--- src/rtl/legio_pkg.sv ---
package legio_pkg;

    typedef enum logic [3:0] {
        FLD_NONE,
        FLD_DFEAT,
        FLD_GFEAT,
        FLD_PFN,
        FLD_QSIZE,
        FLD_QSEL,
        FLD_NOTIFY,
        FLD_STATUS,
        FLD_ISR,
        FLD_CVEC,
        FLD_QVEC,
        FLD_DEV
    } fld_e;

    localparam logic [1:0] SZ_B = 2'd0;
    localparam logic [1:0] SZ_H = 2'd1;
    localparam logic [1:0] SZ_W = 2'd2;

    localparam int OFF_DFEAT  = 0;
    localparam int OFF_GFEAT  = 4;
    localparam int OFF_PFN    = 8;
    localparam int OFF_QSIZE  = 12;
    localparam int OFF_QSEL   = 14;
    localparam int OFF_NOTIFY = 16;
    localparam int OFF_STATUS = 18;
    localparam int OFF_ISR    = 19;
    localparam int OFF_CVEC   = 20;
    localparam int OFF_QVEC   = 22;
    localparam int WIN_BASE_PLAIN = 20;
    localparam int WIN_BASE_MSIX  = 24;

    localparam int ISR_W = 2;
    localparam logic [15:0] NO_VEC = 16'hFFFF;

    function automatic logic [15:0] clamp_vec(input logic [15:0] v, input int unsigned nvec);
        return (32'(v) < nvec) ? v : NO_VEC;
    endfunction

endpackage

--- src/rtl/legio_decode.sv ---
module legio_decode
    import legio_pkg::*;
#(
    parameter int ADDR_W = 8
) (
    input  logic [ADDR_W-1:0] addr,
    input  logic [1:0]        size,
    input  logic              msix_en,
    output fld_e              fld,
    output logic [ADDR_W-1:0] win_off
);

    localparam logic [ADDR_W-1:0] BASE_PLAIN = ADDR_W'(WIN_BASE_PLAIN);
    localparam logic [ADDR_W-1:0] BASE_MSIX  = ADDR_W'(WIN_BASE_MSIX);

    logic [ADDR_W-1:0] base;

    always_comb begin
        base    = msix_en ? BASE_MSIX : BASE_PLAIN;
        fld     = FLD_NONE;
        win_off = '0;
        if (addr >= base) begin
            fld     = FLD_DEV;
            win_off = addr - base;
        end else begin
            case (addr)
                ADDR_W'(OFF_DFEAT):  if (size == SZ_W) fld = FLD_DFEAT;
                ADDR_W'(OFF_GFEAT):  if (size == SZ_W) fld = FLD_GFEAT;
                ADDR_W'(OFF_PFN):    if (size == SZ_W) fld = FLD_PFN;
                ADDR_W'(OFF_QSIZE):  if (size == SZ_H) fld = FLD_QSIZE;
                ADDR_W'(OFF_QSEL):   if (size == SZ_H) fld = FLD_QSEL;
                ADDR_W'(OFF_NOTIFY): if (size == SZ_H) fld = FLD_NOTIFY;
                ADDR_W'(OFF_STATUS): if (size == SZ_B) fld = FLD_STATUS;
                ADDR_W'(OFF_ISR):    if (size == SZ_B) fld = FLD_ISR;
                ADDR_W'(OFF_CVEC):   if (size == SZ_H && msix_en) fld = FLD_CVEC;
                ADDR_W'(OFF_QVEC):   if (size == SZ_H && msix_en) fld = FLD_QVEC;
                default:             fld = FLD_NONE;
            endcase
        end
    end

endmodule

--- src/rtl/legio_qbank.sv ---
module legio_qbank
    import legio_pkg::*;
#(
    parameter int NUM_Q   = 4,
    parameter int NUM_VEC = 8
) (
    input  logic        clk,
    input  logic        rst_n,
    input  logic        clr,
    input  logic [15:0] sel,
    input  logic        pfn_we,
    input  logic        vec_we,
    input  logic [31:0] wdata,
    output logic        sel_ok,
    output logic [31:0] pfn_rd,
    output logic [15:0] vec_rd
);

    typedef struct packed {
        logic [NUM_Q-1:0][31:0] pfn;
        logic [NUM_Q-1:0][15:0] vec;
    } qst_t;

    qst_t q_q, q_d;
    logic [NUM_Q-1:0] hit;

    assign sel_ok = (32'(sel) < 32'(NUM_Q));

    for (genvar g = 0; g < NUM_Q; g++) begin : g_hit
        assign hit[g] = sel_ok && (32'(sel) == g);
    end

    always_comb begin
        q_d = q_q;
        for (int i = 0; i < NUM_Q; i++) begin
            if (clr) begin
                q_d.pfn[i] = '0;
                q_d.vec[i] = NO_VEC;
            end else begin
                if (pfn_we && hit[i]) q_d.pfn[i] = wdata;
                if (vec_we && hit[i]) q_d.vec[i] = clamp_vec(wdata[15:0], NUM_VEC);
            end
        end
    end

    always_comb begin
        pfn_rd = '0;
        vec_rd = NO_VEC;
        for (int i = 0; i < NUM_Q; i++) begin
            if (hit[i]) begin
                pfn_rd = q_q.pfn[i];
                vec_rd = q_q.vec[i];
            end
        end
    end

    always_ff @(posedge clk or negedge rst_n) begin
        if (!rst_n) begin
            for (int i = 0; i < NUM_Q; i++) begin
                q_q.pfn[i] <= '0;
                q_q.vec[i] <= NO_VEC;
            end
        end else begin
            q_q <= q_d;
        end
    end

endmodule

--- src/rtl/legio_hdr.sv ---
module legio_hdr
    import legio_pkg::*;
#(
    parameter int ADDR_W  = 8,
    parameter int NUM_Q   = 4,
    parameter int NUM_VEC = 8,
    parameter int QSIZE   = 256
) (
    input  logic              clk,
    input  logic              rst_n,
    input  logic              msix_en,
    input  logic [31:0]       dev_feat,
    input  logic              acc_valid,
    input  logic              acc_write,
    input  logic [ADDR_W-1:0] acc_addr,
    input  logic [1:0]        acc_size,
    input  logic [31:0]       acc_wdata,
    output logic              rd_valid,
    output logic [31:0]       rd_data,
    output logic [31:0]       drv_feat,
    output logic [7:0]        dev_status,
    output logic              dev_reset,
    input  logic [1:0]        isr_set,
    output logic              irq,
    output logic              notify_valid,
    output logic [15:0]       notify_idx,
    output logic              dev_valid,
    output logic              dev_write,
    output logic [ADDR_W-1:0] dev_offset,
    output logic [1:0]        dev_size,
    output logic [31:0]       dev_wdata,
    input  logic [31:0]       dev_rdata
);

    localparam logic [15:0] QSIZE_V = 16'(QSIZE);
    localparam logic [15:0] NQ_V    = 16'(NUM_Q);

    typedef struct packed {
        logic [31:0]      gfeat;
        logic [15:0]      qsel;
        logic [7:0]       status;
        logic [ISR_W-1:0] isr;
        logic [15:0]      cvec;
        logic             rvalid;
        logic [31:0]      rdata;
        logic             nvalid;
        logic [15:0]      nidx;
        logic             dreset;
    } st_t;

    st_t st_q, st_d;

    fld_e              fld;
    logic [ADDR_W-1:0] win_off;
    logic              rd_acc, wr_acc, status_clr;
    logic              sel_ok;
    logic [31:0]       pfn_rd;
    logic [15:0]       vec_rd;
    logic [31:0]       rmux;

    legio_decode #(.ADDR_W(ADDR_W)) u_dec (
        .addr    (acc_addr),
        .size    (acc_size),
        .msix_en (msix_en),
        .fld     (fld),
        .win_off (win_off)
    );

    assign rd_acc     = acc_valid && !acc_write;
    assign wr_acc     = acc_valid && acc_write;
    assign status_clr = wr_acc && (fld == FLD_STATUS) && (acc_wdata[7:0] == 8'h00);

    legio_qbank #(.NUM_Q(NUM_Q), .NUM_VEC(NUM_VEC)) u_qbank (
        .clk    (clk),
        .rst_n  (rst_n),
        .clr    (status_clr),
        .sel    (st_q.qsel),
        .pfn_we (wr_acc && (fld == FLD_PFN)),
        .vec_we (wr_acc && (fld == FLD_QVEC)),
        .wdata  (acc_wdata),
        .sel_ok (sel_ok),
        .pfn_rd (pfn_rd),
        .vec_rd (vec_rd)
    );

    always_comb begin
        case (fld)
            FLD_DFEAT:  rmux = dev_feat;
            FLD_GFEAT:  rmux = st_q.gfeat;
            FLD_PFN:    rmux = pfn_rd;
            FLD_QSIZE:  rmux = {16'h0, (sel_ok ? QSIZE_V : 16'h0)};
            FLD_QSEL:   rmux = {16'h0, st_q.qsel};
            FLD_STATUS: rmux = {24'h0, st_q.status};
            FLD_ISR:    rmux = msix_en ? 32'h0 : {{(32-ISR_W){1'b0}}, st_q.isr};
            FLD_CVEC:   rmux = {16'h0, st_q.cvec};
            FLD_QVEC:   rmux = {16'h0, vec_rd};
            FLD_DEV:    rmux = dev_rdata;
            default:    rmux = 32'h0;
        endcase
    end

    always_comb begin
        st_d        = st_q;
        st_d.rvalid = 1'b0;
        st_d.nvalid = 1'b0;
        st_d.dreset = 1'b0;
        st_d.isr    = st_q.isr | isr_set;

        if (rd_acc) begin
            st_d.rvalid = 1'b1;
            st_d.rdata  = rmux;
            if (fld == FLD_ISR && !msix_en) st_d.isr = isr_set;
        end

        if (wr_acc) begin
            case (fld)
                FLD_GFEAT: st_d.gfeat = acc_wdata;
                FLD_QSEL:  st_d.qsel  = acc_wdata[15:0];
                FLD_NOTIFY: begin
                    if (acc_wdata[15:0] < NQ_V) begin
                        st_d.nvalid = 1'b1;
                        st_d.nidx   = acc_wdata[15:0];
                    end
                end
                FLD_STATUS: begin
                    if (status_clr) begin
                        st_d.gfeat  = '0;
                        st_d.qsel   = '0;
                        st_d.status = '0;
                        st_d.isr    = '0;
                        st_d.cvec   = NO_VEC;
                        st_d.dreset = 1'b1;
                    end else begin
                        st_d.status = acc_wdata[7:0];
                    end
                end
                FLD_CVEC:  st_d.cvec = clamp_vec(acc_wdata[15:0], NUM_VEC);
                default:   ;
            endcase
        end
    end

    always_ff @(posedge clk or negedge rst_n) begin
        if (!rst_n) begin
            st_q.gfeat  <= '0;
            st_q.qsel   <= '0;
            st_q.status <= '0;
            st_q.isr    <= '0;
            st_q.cvec   <= NO_VEC;
            st_q.rvalid <= 1'b0;
            st_q.rdata  <= '0;
            st_q.nvalid <= 1'b0;
            st_q.nidx   <= '0;
            st_q.dreset <= 1'b0;
        end else begin
            st_q <= st_d;
        end
    end

    assign rd_valid     = st_q.rvalid;
    assign rd_data      = st_q.rdata;
    assign drv_feat     = st_q.gfeat;
    assign dev_status   = st_q.status;
    assign dev_reset    = st_q.dreset;
    assign irq          = |st_q.isr;
    assign notify_valid = st_q.nvalid;
    assign notify_idx   = st_q.nidx;

    assign dev_valid  = acc_valid && (fld == FLD_DEV);
    assign dev_write  = acc_write;
    assign dev_offset = win_off;
    assign dev_size   = acc_size;
    assign dev_wdata  = acc_wdata;

endmodule

--- config.mk ---
export PLATFORM = sky130hd
export DESIGN_NAME = legio_hdr
export DESIGN_NICKNAME = d
export VERILOG_FILES = /design/src/rtl/legio_pkg.sv /design/src/rtl/legio_decode.sv /design/src/rtl/legio_qbank.sv /design/src/rtl/legio_hdr.sv
export SDC_FILE = /design/constraint.sdc
export NUM_CORES = 1
export LEC_CHECK = 0
export ABC_AREA = 0
export BUFFER_PORTS_ARGS = -buffer_cell sky130_fd_sc_hd__buf_4
export CAP_MARGIN = 20
export CELL_PAD_IN_SITES_DETAIL_PLACEMENT = 0
export CELL_PAD_IN_SITES_GLOBAL_PLACEMENT = 1
export CORE_ASPECT_RATIO = 0.5
export CORE_MARGIN = 5
export CORE_UTILIZATION = 35
export CTS_BUF_LIST = sky130_fd_sc_hd__clkbuf_8
export CTS_CLUSTER_SIZE = 24
export DETAILED_ROUTE_END_ITERATION = 12
export PLACE_DENSITY = 0.72
export SETUP_SLACK_MARGIN = 0.02
export SYNTH_ARGS = -nofsm -noshare
export SYNTH_HDL_FRONTEND = slang
export SYNTH_SLANG_ARGS = --single-unit
--- constraint.sdc ---
create_clock -name clk -period 2.5 [get_ports clk]
set_input_delay 0.25 -clock clk [delete_from_list [all_inputs] [get_ports clk]]
set_output_delay 0.25 -clock clk [all_outputs]
set_load 0.01 [all_outputs]
==> results.yml, run 1 <==
run_status:
  status: "finished, final reports clean"
worst_setup_path:
  reg2reg_to: "rd_data[26]"
  worst_setup_path_start_kind: "primary input"
  timing.critical_path.fanout_max: 8
  worstPathRequired_ns: 3.02
  worst_setup_path_end_kind: "register"
  r2r-start: "st_q[83]"
  max_stage_delay_ns: 0.52
  timing.critical_path.slowest_stage_cell: "sky130_fd_sc_hd__or4_4"
  r2r_cells: 9
  timing.setup.critical_path_class: "primary input to register"
  timing.critical_path.cells: "buf_8 > clkinvlp_4 > ha_4 > inv_2 > fa_2 > a2111o_1 > a21o_4 > or4_4 > nor3_4 > buf_6 > clkbuf_16 > a22oi_2 > a21oi_1"
  timing.reg2reg.setup_slack_ns: 0.14
  crit_arrival_ns: 3.01
drt:
  drt-wirelength-per-cell_um: 21.92
  antenna_violating_nets_left: 0
  via_count: 14730
  routed.top_layer: "met4"
  drt-pass1-iter-count: 5
  wirelength_met1_mm: 25.37
  detailed_router_s_first_iteration_violation_count: 1227
  drc_errors_left: 0
  vias_per_cell: 5.426
  routed_wl_mm: 59.50
  route.met3.wl_mm: 3.920
  wl_met2_mm: 28.86
worst_hold_path:
  worst_hold_path_depth: 2
  worst_hold_path_type: "primary input to register"
  hold-path-endpoint: "u_qbank.q_q[162]"
  holdCritStartpoint: "acc_wdata[2]"
yosys:
  syn-num-nets: 1793
  synth_top_family_by_area: "compound AO/OA/AOI/OAI gates"
  share_of_flip_flops_with_an_asynchronous_set_or_reset_after_synthesis_pct: 100.0
  synth-xor-area-share_pct: 0.2599
  synthesized_area_fraction_occupied_by_ao_oa_aoi_and_oai_cells_pct: 16.68
  syn_inst: 1677
  synth-simple-area-share_pct: 15.14
  yosys-top-cells-area: "sky130_fd_sc_hd__dfrtp_1 35%, sky130_fd_sc_hd__dfstp_2 12%, sky130_fd_sc_hd__buf_4 5.7%"
  post_synth_mux_area_share_pct: 10.04
  synth-seq-cells: 317
  synth_edf_count: 0
  post_synth_fa_ha_maj_area_fraction_pct: 0.2673
  netlist_area_um2: 16850
  yosysWarnings: 0
  synth_top_area_share_pct: 35.19
  portion_of_the_post_synthesis_area_used_by_sequential_elements_pct: 47.67
  synth_top_flop_cell: "sky130_fd_sc_hd__dfrtp_1"
  post_synth_num_cell_types: 74
  syn_avg_cell_area_um2: 10.05
  yosysTopAreaCell: "sky130_fd_sc_hd__dfrtp_1"
timing:
  hold_viol: 0
  grt_setup_unrepaired: "true"
  fin_crit_sh_pct: 99.58
  final-setup-viol-count: 0
  final.min_clock_period_ns: 2.489
  fin_worst_skew_ns: 0.02980
  tightest_slew_ns: 0.6631
  timing.final.max_slew_violations: 0
  final.hold.worst_slack_ns: 0.02205
  slew-limit-headroom_pct: 55.53
  fmax_ghz: 0.4017
global_routing:
  grt_max_degree: 66
  grt_pass1_wl_mm: 89.70
  globalRouteTotalUtil_pct: 21.47
  globalRoute.totalOverflow: 0
  via_count_of_the_first_global_routing_pass: 14910
  antenna_found_initial: 1
finish:
  finish.utilization_pct: 47.80
  fin_nets: 2156
  area_growth_syn_to_layout_pct: 33.94
  layout.cells.most_common: "sky130_fd_sc_hd__buf_4"
  finish.cell_count_without_fillers: 2714
  most_frequent_cells_in_the_layout: "446 x sky130_fd_sc_hd__buf_4, 236 x sky130_fd_sc_hd__dfrtp_1, 116 x sky130_fd_sc_hd__a21oi_1"
  layout-drive-gt1-share_pct: 39.04
  fillCellCount: 4407
  design_area_final_um2: 22570
power_and_ir_drop:
  max-vdd-ir-drop_v: 0.0002560
  p_leak_nw: 9.841
  pwr_density_cell_nw_per_um2: 480.4
floorplan:
  fp.dieArea_um2: 52900
  floorplan.core_area_um2: 47230
  placementRows: 56
  ioPinCount: 249
  die_w_um: 320.3
  fp.dieH_um: 165.2
  start_util_pct: 35.69
clock_network:
  clk_pin_slew_worst_paths_ns: 0.07
  tritoncts: "built"
  clk_path_buf_depth: 3
  htree_num_levels: 2
  clock_latency_ns: 0.62
  clock_sink_count: 317
  tritoncts.num_buffers: 49
  clk_root_buffer_cell: "sky130_fd_sc_hd__clkbuf_8"
placed_design:
  place_congestion: 0.9161
  placed_cells_incl_taps: 2538
  postPlaceCellArea_um2: 20420
  port-buffer-count: 248
  detailed_place_hpwl_mm: 41.11
flow_run:
  drv_cap: 0
==> area by class of cell <==
cell class | count | area [um^2] | area share, %
clock buffer | 62 | 853.3 | 3.780
antenna | 1 | 2.502 | 0.01109
timing repair buffer | 571 | 5030 | 22.28
inverter | 39 | 152.6 | 0.6763
sequential | 317 | 8036 | 35.60
clock inverter | 24 | 106.4 | 0.4712
tap | 638 | 798.3 | 3.537
multi-input combinational | 1062 | 7592 | 33.64
==> registers in the layout, summed over array words and instances, names as in the netlist <==
signal,count
dev_status,8
drv_feat,32
dev_reset,1
notify_valid,1
st_q,34
notify_idx,16
rd_data,32
u_qbank.q_q,192
rd_valid,1
==> worst max-delay path, delay by kind of cell <==
family	cells	cell delay [ns]
buffers and inverters	5	0.63
AO/OA/AOI/OAI	4	0.87
AND/OR/NAND/NOR	2	0.78
adder cells (fa/ha/maj)	2	0.47
==> Yosys cell counts, types with 42 or more instances <==
library cell               number
sky130_fd_sc_hd__a21oi_1      131
sky130_fd_sc_hd__a211oi_1      42
sky130_fd_sc_hd__dfstp_2       80
sky130_fd_sc_hd__buf_4        127
sky130_fd_sc_hd__nor2_1       119
sky130_fd_sc_hd__mux2i_1       61
sky130_fd_sc_hd__nor3_1        72
sky130_fd_sc_hd__o21ai_0      101
sky130_fd_sc_hd__nand2_1       57
sky130_fd_sc_hd__clkbuf_1      81
sky130_fd_sc_hd__nand3_1      109
sky130_fd_sc_hd__dfrtp_1      237
==> what timing repair did <==
action | in CTS | in global routing
setup buffers | 0 | 13
hold buffers | 71 | 1
endpoints found under the hold margin | 207 | 1
cloned | 0 | 5
endpoints found under the setup margin | 42 | 271
gates resized for setup | 10 | 59
pin swaps | 0 | 28
==> metal layers <==
layer / track usage, % / vias to the layer above
met4: 5.207 / 0
met3: 4.104 / 108
met5: 0 / -
li1: - / 6703
met1: 28.57 / 7410
met2: 36.65 / 504
==> worst max path at each step <==
stage / from / endpoint / slack (ns) / depth (start not counted)
3_5_place_dp: msix_en / u_qbank.q_q[10] / -0.72 / 12
6_report: msix_en / rd_data[17] / 0.01 / 13
3_3_place_gp: msix_en / u_qbank.q_q[45] / -0.72 / 15
5_1_grt: msix_en / rd_data[8] / -0.07 / 13
2_1_floorplan: acc_addr[2] / drv_feat[10] / -0.48 / 14
4_1_cts: msix_en / st_q[51] / 0.01 / 13
==> cells by family after synthesis <==
group / after synthesis
AOI/OAI and AO/OA: 438
xor gates and xnor gates: 5
adders and majority gates: 3
buffers and inverters: 299
DFF: 317
muxes: 129
and+or+nand+nor: 486
==> per-stage QoR <==
stage                     power, mW  setup slack [ns]  TNS [ns]
after floorplan               5.845           -0.4778    -96.11
after global placement        6.440           -0.7153   -155.49
after detailed placement      6.444           -0.7189   -165.19
after CTS                     10.91           0.01356         0
after global routing          11.28          -0.06722   -0.4949
final                         10.84           0.01055         0
==> power breakdown <==
group          switching, mW  internal [mW]
combinational          0.610          0.576
clock                   2.15           2.22
sequential            0.0664           5.22
Power figures use the tool's default switching activity.
==> run 2, diff against run 1 <==
CORE_UTILIZATION = 42   (was 35)
PLACE_DENSITY = 0.83   (was 0.72)
==> run 2 against run 1 <==
Against the previous run:
- the flow now finishes with violations (negative setup slack)
- wire length is 0.66% lower
- non-clock buffer count is 13 higher
- worst setup slack worse by 0.033 ns
- register-to-register slack worse by 0.10 ns
- die area is 16% lower
- design area hardly changed
- combinational power hardly changed
- utilization is 9.7 points higher
- clock-buffer cell count is 1 lower
- first-iteration DRC count is 18% higher
- critical endpoint is now rd_data[26]
- largest cell class unchanged
- largest power group unchanged
==> results.yml, run 2 (synthesized netlist as in run 1, its figures left out) <==
run_status:
  status: "complete, but fails checks"
  violations_in_the_final_reports: "negative setup slack"
clock_network:
  htree_num_levels: 2
  clk_path_buf_depth: 3
  clock_latency_ns: 0.62
  tritoncts.num_buffers: 48
  tritoncts: "built"
  clk_pin_slew_worst_paths_ns: 0.07
  clk_root_buffer_cell: "sky130_fd_sc_hd__clkbuf_8"
  clock_sink_count: 317
worst_setup_path:
  path_delay_family: "compound AO/OA/AOI/OAI gates"
  timing.setup.critical_path_class: "primary input to register"
  worstPathRequired_ns: 3.03
  critical-path-top-cell-by-count: "sky130_fd_sc_hd__buf_12"
  timing.critical_path.slowest_stage_cell: "sky130_fd_sc_hd__or4_4"
  worst_setup_path_end_kind: "register"
  timing.critical_path.buf_inv: 6
  timing.critical_path.cells: "buf_8 > clkinvlp_4 > ha_4 > inv_2 > fa_2 > a2111o_1 > a21o_4 > buf_6 > or4_4 > nor3_4 > buf_12 > buf_12 > a22oi_2 > a21oi_1"
  worst_setup_path_start_kind: "primary input"
  crit_arrival_ns: 3.05
  max_stage_delay_ns: 0.50
  timing.critical_path.fanout_max: 13
timing:
  fin_crit_sh_pct: 100.9
  fin_worst_skew_ns: 0.03015
  slew-limit-headroom_pct: 54.91
  tightest_slew_ns: 0.6764
  timing.final.max_slew_violations: 0
  grt_setup_unrepaired: "true"
  final.min_clock_period_ns: 2.523
  final-setup-viol-count: 11
  fmax_ghz: 0.3964
  setup_tns_ns: -0.1301
  hold_viol: 0
  finalWorstSetupSlack_ns: -0.02255
global_routing:
  grt_pass1_wl_mm: 90.32
  globalRouteTotalUtil_pct: 25.72
  globalRoute.totalOverflow: 0
  grt_max_degree: 78
  antenna_found_initial: 0
  via_count_of_the_first_global_routing_pass: 15050
power_and_ir_drop:
  pwr-share-seq_pct: 47.8
  net-switching-power_mw: 2.854
  p_clk_share_pct: 41.4
  p_leak_nw: 9.914
  combinationalPowerShare_pct: 10.9
  p_total_mw: 11.07
  pwr_density_cell_nw_per_um2: 490.8
  max-vdd-ir-drop_v: 0.0003294
  internal_power_mw: 8.215
  power_switching_share_pct: 25.78
drt:
  vias_per_cell: 5.835
  detailed_router_s_first_iteration_violation_count: 1445
  route.met3.wl_mm: 3.650
  drt-wirelength-per-cell_um: 22.58
  routed_wl_mm: 59.10
  antenna_violating_nets_left: 0
  drc_errors_left: 0
  drt-pass1-iter-count: 5
  routed.top_layer: "met4"
  wirelength_met1_mm: 25.34
  via_count: 15270
  wl_met2_mm: 28.44
placed_design:
  port-buffer-count: 248
  detailed_place_hpwl_mm: 41.11
  postPlaceCellArea_um2: 20400
  place_congestion: 0.9848
  dpl_worst_slack_ns: -1.002
finish:
  most_frequent_cells_in_the_layout: "458 x sky130_fd_sc_hd__buf_4, 236 x sky130_fd_sc_hd__dfrtp_1, 121 x sky130_fd_sc_hd__a21oi_1"
  diodes: 0
  area_growth_syn_to_layout_pct: 33.84
  fin_nets: 2167
  fillCellCount: 3309
  layout.cells.most_common: "sky130_fd_sc_hd__buf_4"
  design_area_final_um2: 22560
  largest-register: "u_qbank.q_q"
  largest_registers: "u_qbank.q_q: 192 flops, st_q: 34 flops"
  layout-drive-gt1-share_pct: 39.53
  finish.utilization_pct: 57.47
  largest_register_ff_count: 192
floorplan:
  fp.dieArea_um2: 44470
  floorplan.core_area_um2: 39240
  start_util_pct: 42.94
  die_w_um: 293.3
  placementRows: 51
  ioPinCount: 249
  fp.dieH_um: 151.6
worst_hold_path:
  worst_hold_path_type: "primary input to register"
flow_run:
  drv_cap: 0
run 2: power by group through the flow:
stage	Sequential (mW)	Combinational (mW)	Clock, mW
after floorplan	5.35	0.499	0
after global placement	5.37	1.06	0
after detailed placement	5.37	1.07	0
after CTS	5.28	1.18	4.64
after global routing	5.29	1.29	4.89
final	5.29	1.20	4.58
run 2: worst paths after layout:
kind	start	slack (ns)	cells past startpoint	endpoint
min	dev_feat[3]	0.03	4	rd_data[3]
max in group asynchronous	rst_n	1.49	3	u_qbank.q_q[53]
max	msix_en	-0.02	14	rd_data[26]
max reg2reg	st_q[83]	0.04	9	rd_data[5]
min reg2reg	u_qbank.q_q[97]	0.49	1	u_qbank.q_q[97]
min in group asynchronous	rst_n	0.23	2	u_qbank.q_q[66]
run 2: stage by stage:
stage	hold slack [ns]	instances
3_3_place_gp	0.2930	2446
6_report	0.02577	2617
2_1_floorplan	-0.04559	1677
3_5_place_dp	0.2892	2446
4_1_cts	0.01148	2608
5_1_grt	0.02202	2617
run 2: what timing repair did:
action / CTS / global route
endpoints found under the setup margin: 21 / 275
pin swaps: 7 / 9
setup buffers: 4 / 6
endpoints found under the hold margin: 209 / 0
hold buffers: 72 / 0
cloned: 0 / 3
gates resized for setup: 17 / 53
run 2: final cells by class:
| cell class | instances | area, um^2 | area share, % |
|---|---|---|---|
| clock buffers | 61 | 839.6 | 3.722 |
| clock inverters | 25 | 166.4 | 0.7378 |
| inverters | 39 | 152.6 | 0.6768 |
| multi-input cells | 1061 | 7584 | 33.62 |
| flip-flops and latches | 317 | 8036 | 35.63 |
| well taps | 530 | 663.1 | 2.940 |
| repair buffers | 584 | 5114 | 22.67 |
run 2: per-layer routing:
metal	GRT usage, %	vias to the layer above
li1	-	6737
met3	3.729	136
met2	42.65	604
met1	35.87	7792
met5	0	-
met4	6.916	0
run 2: worst min-delay path, stage by stage:
cell                      delay, ns
sky130_fd_sc_hd__buf_4         0.12
sky130_fd_sc_hd__nand2_1       0.05
sky130_fd_sc_hd__a211o_1       0.12
sky130_fd_sc_hd__a31oi_1       0.06
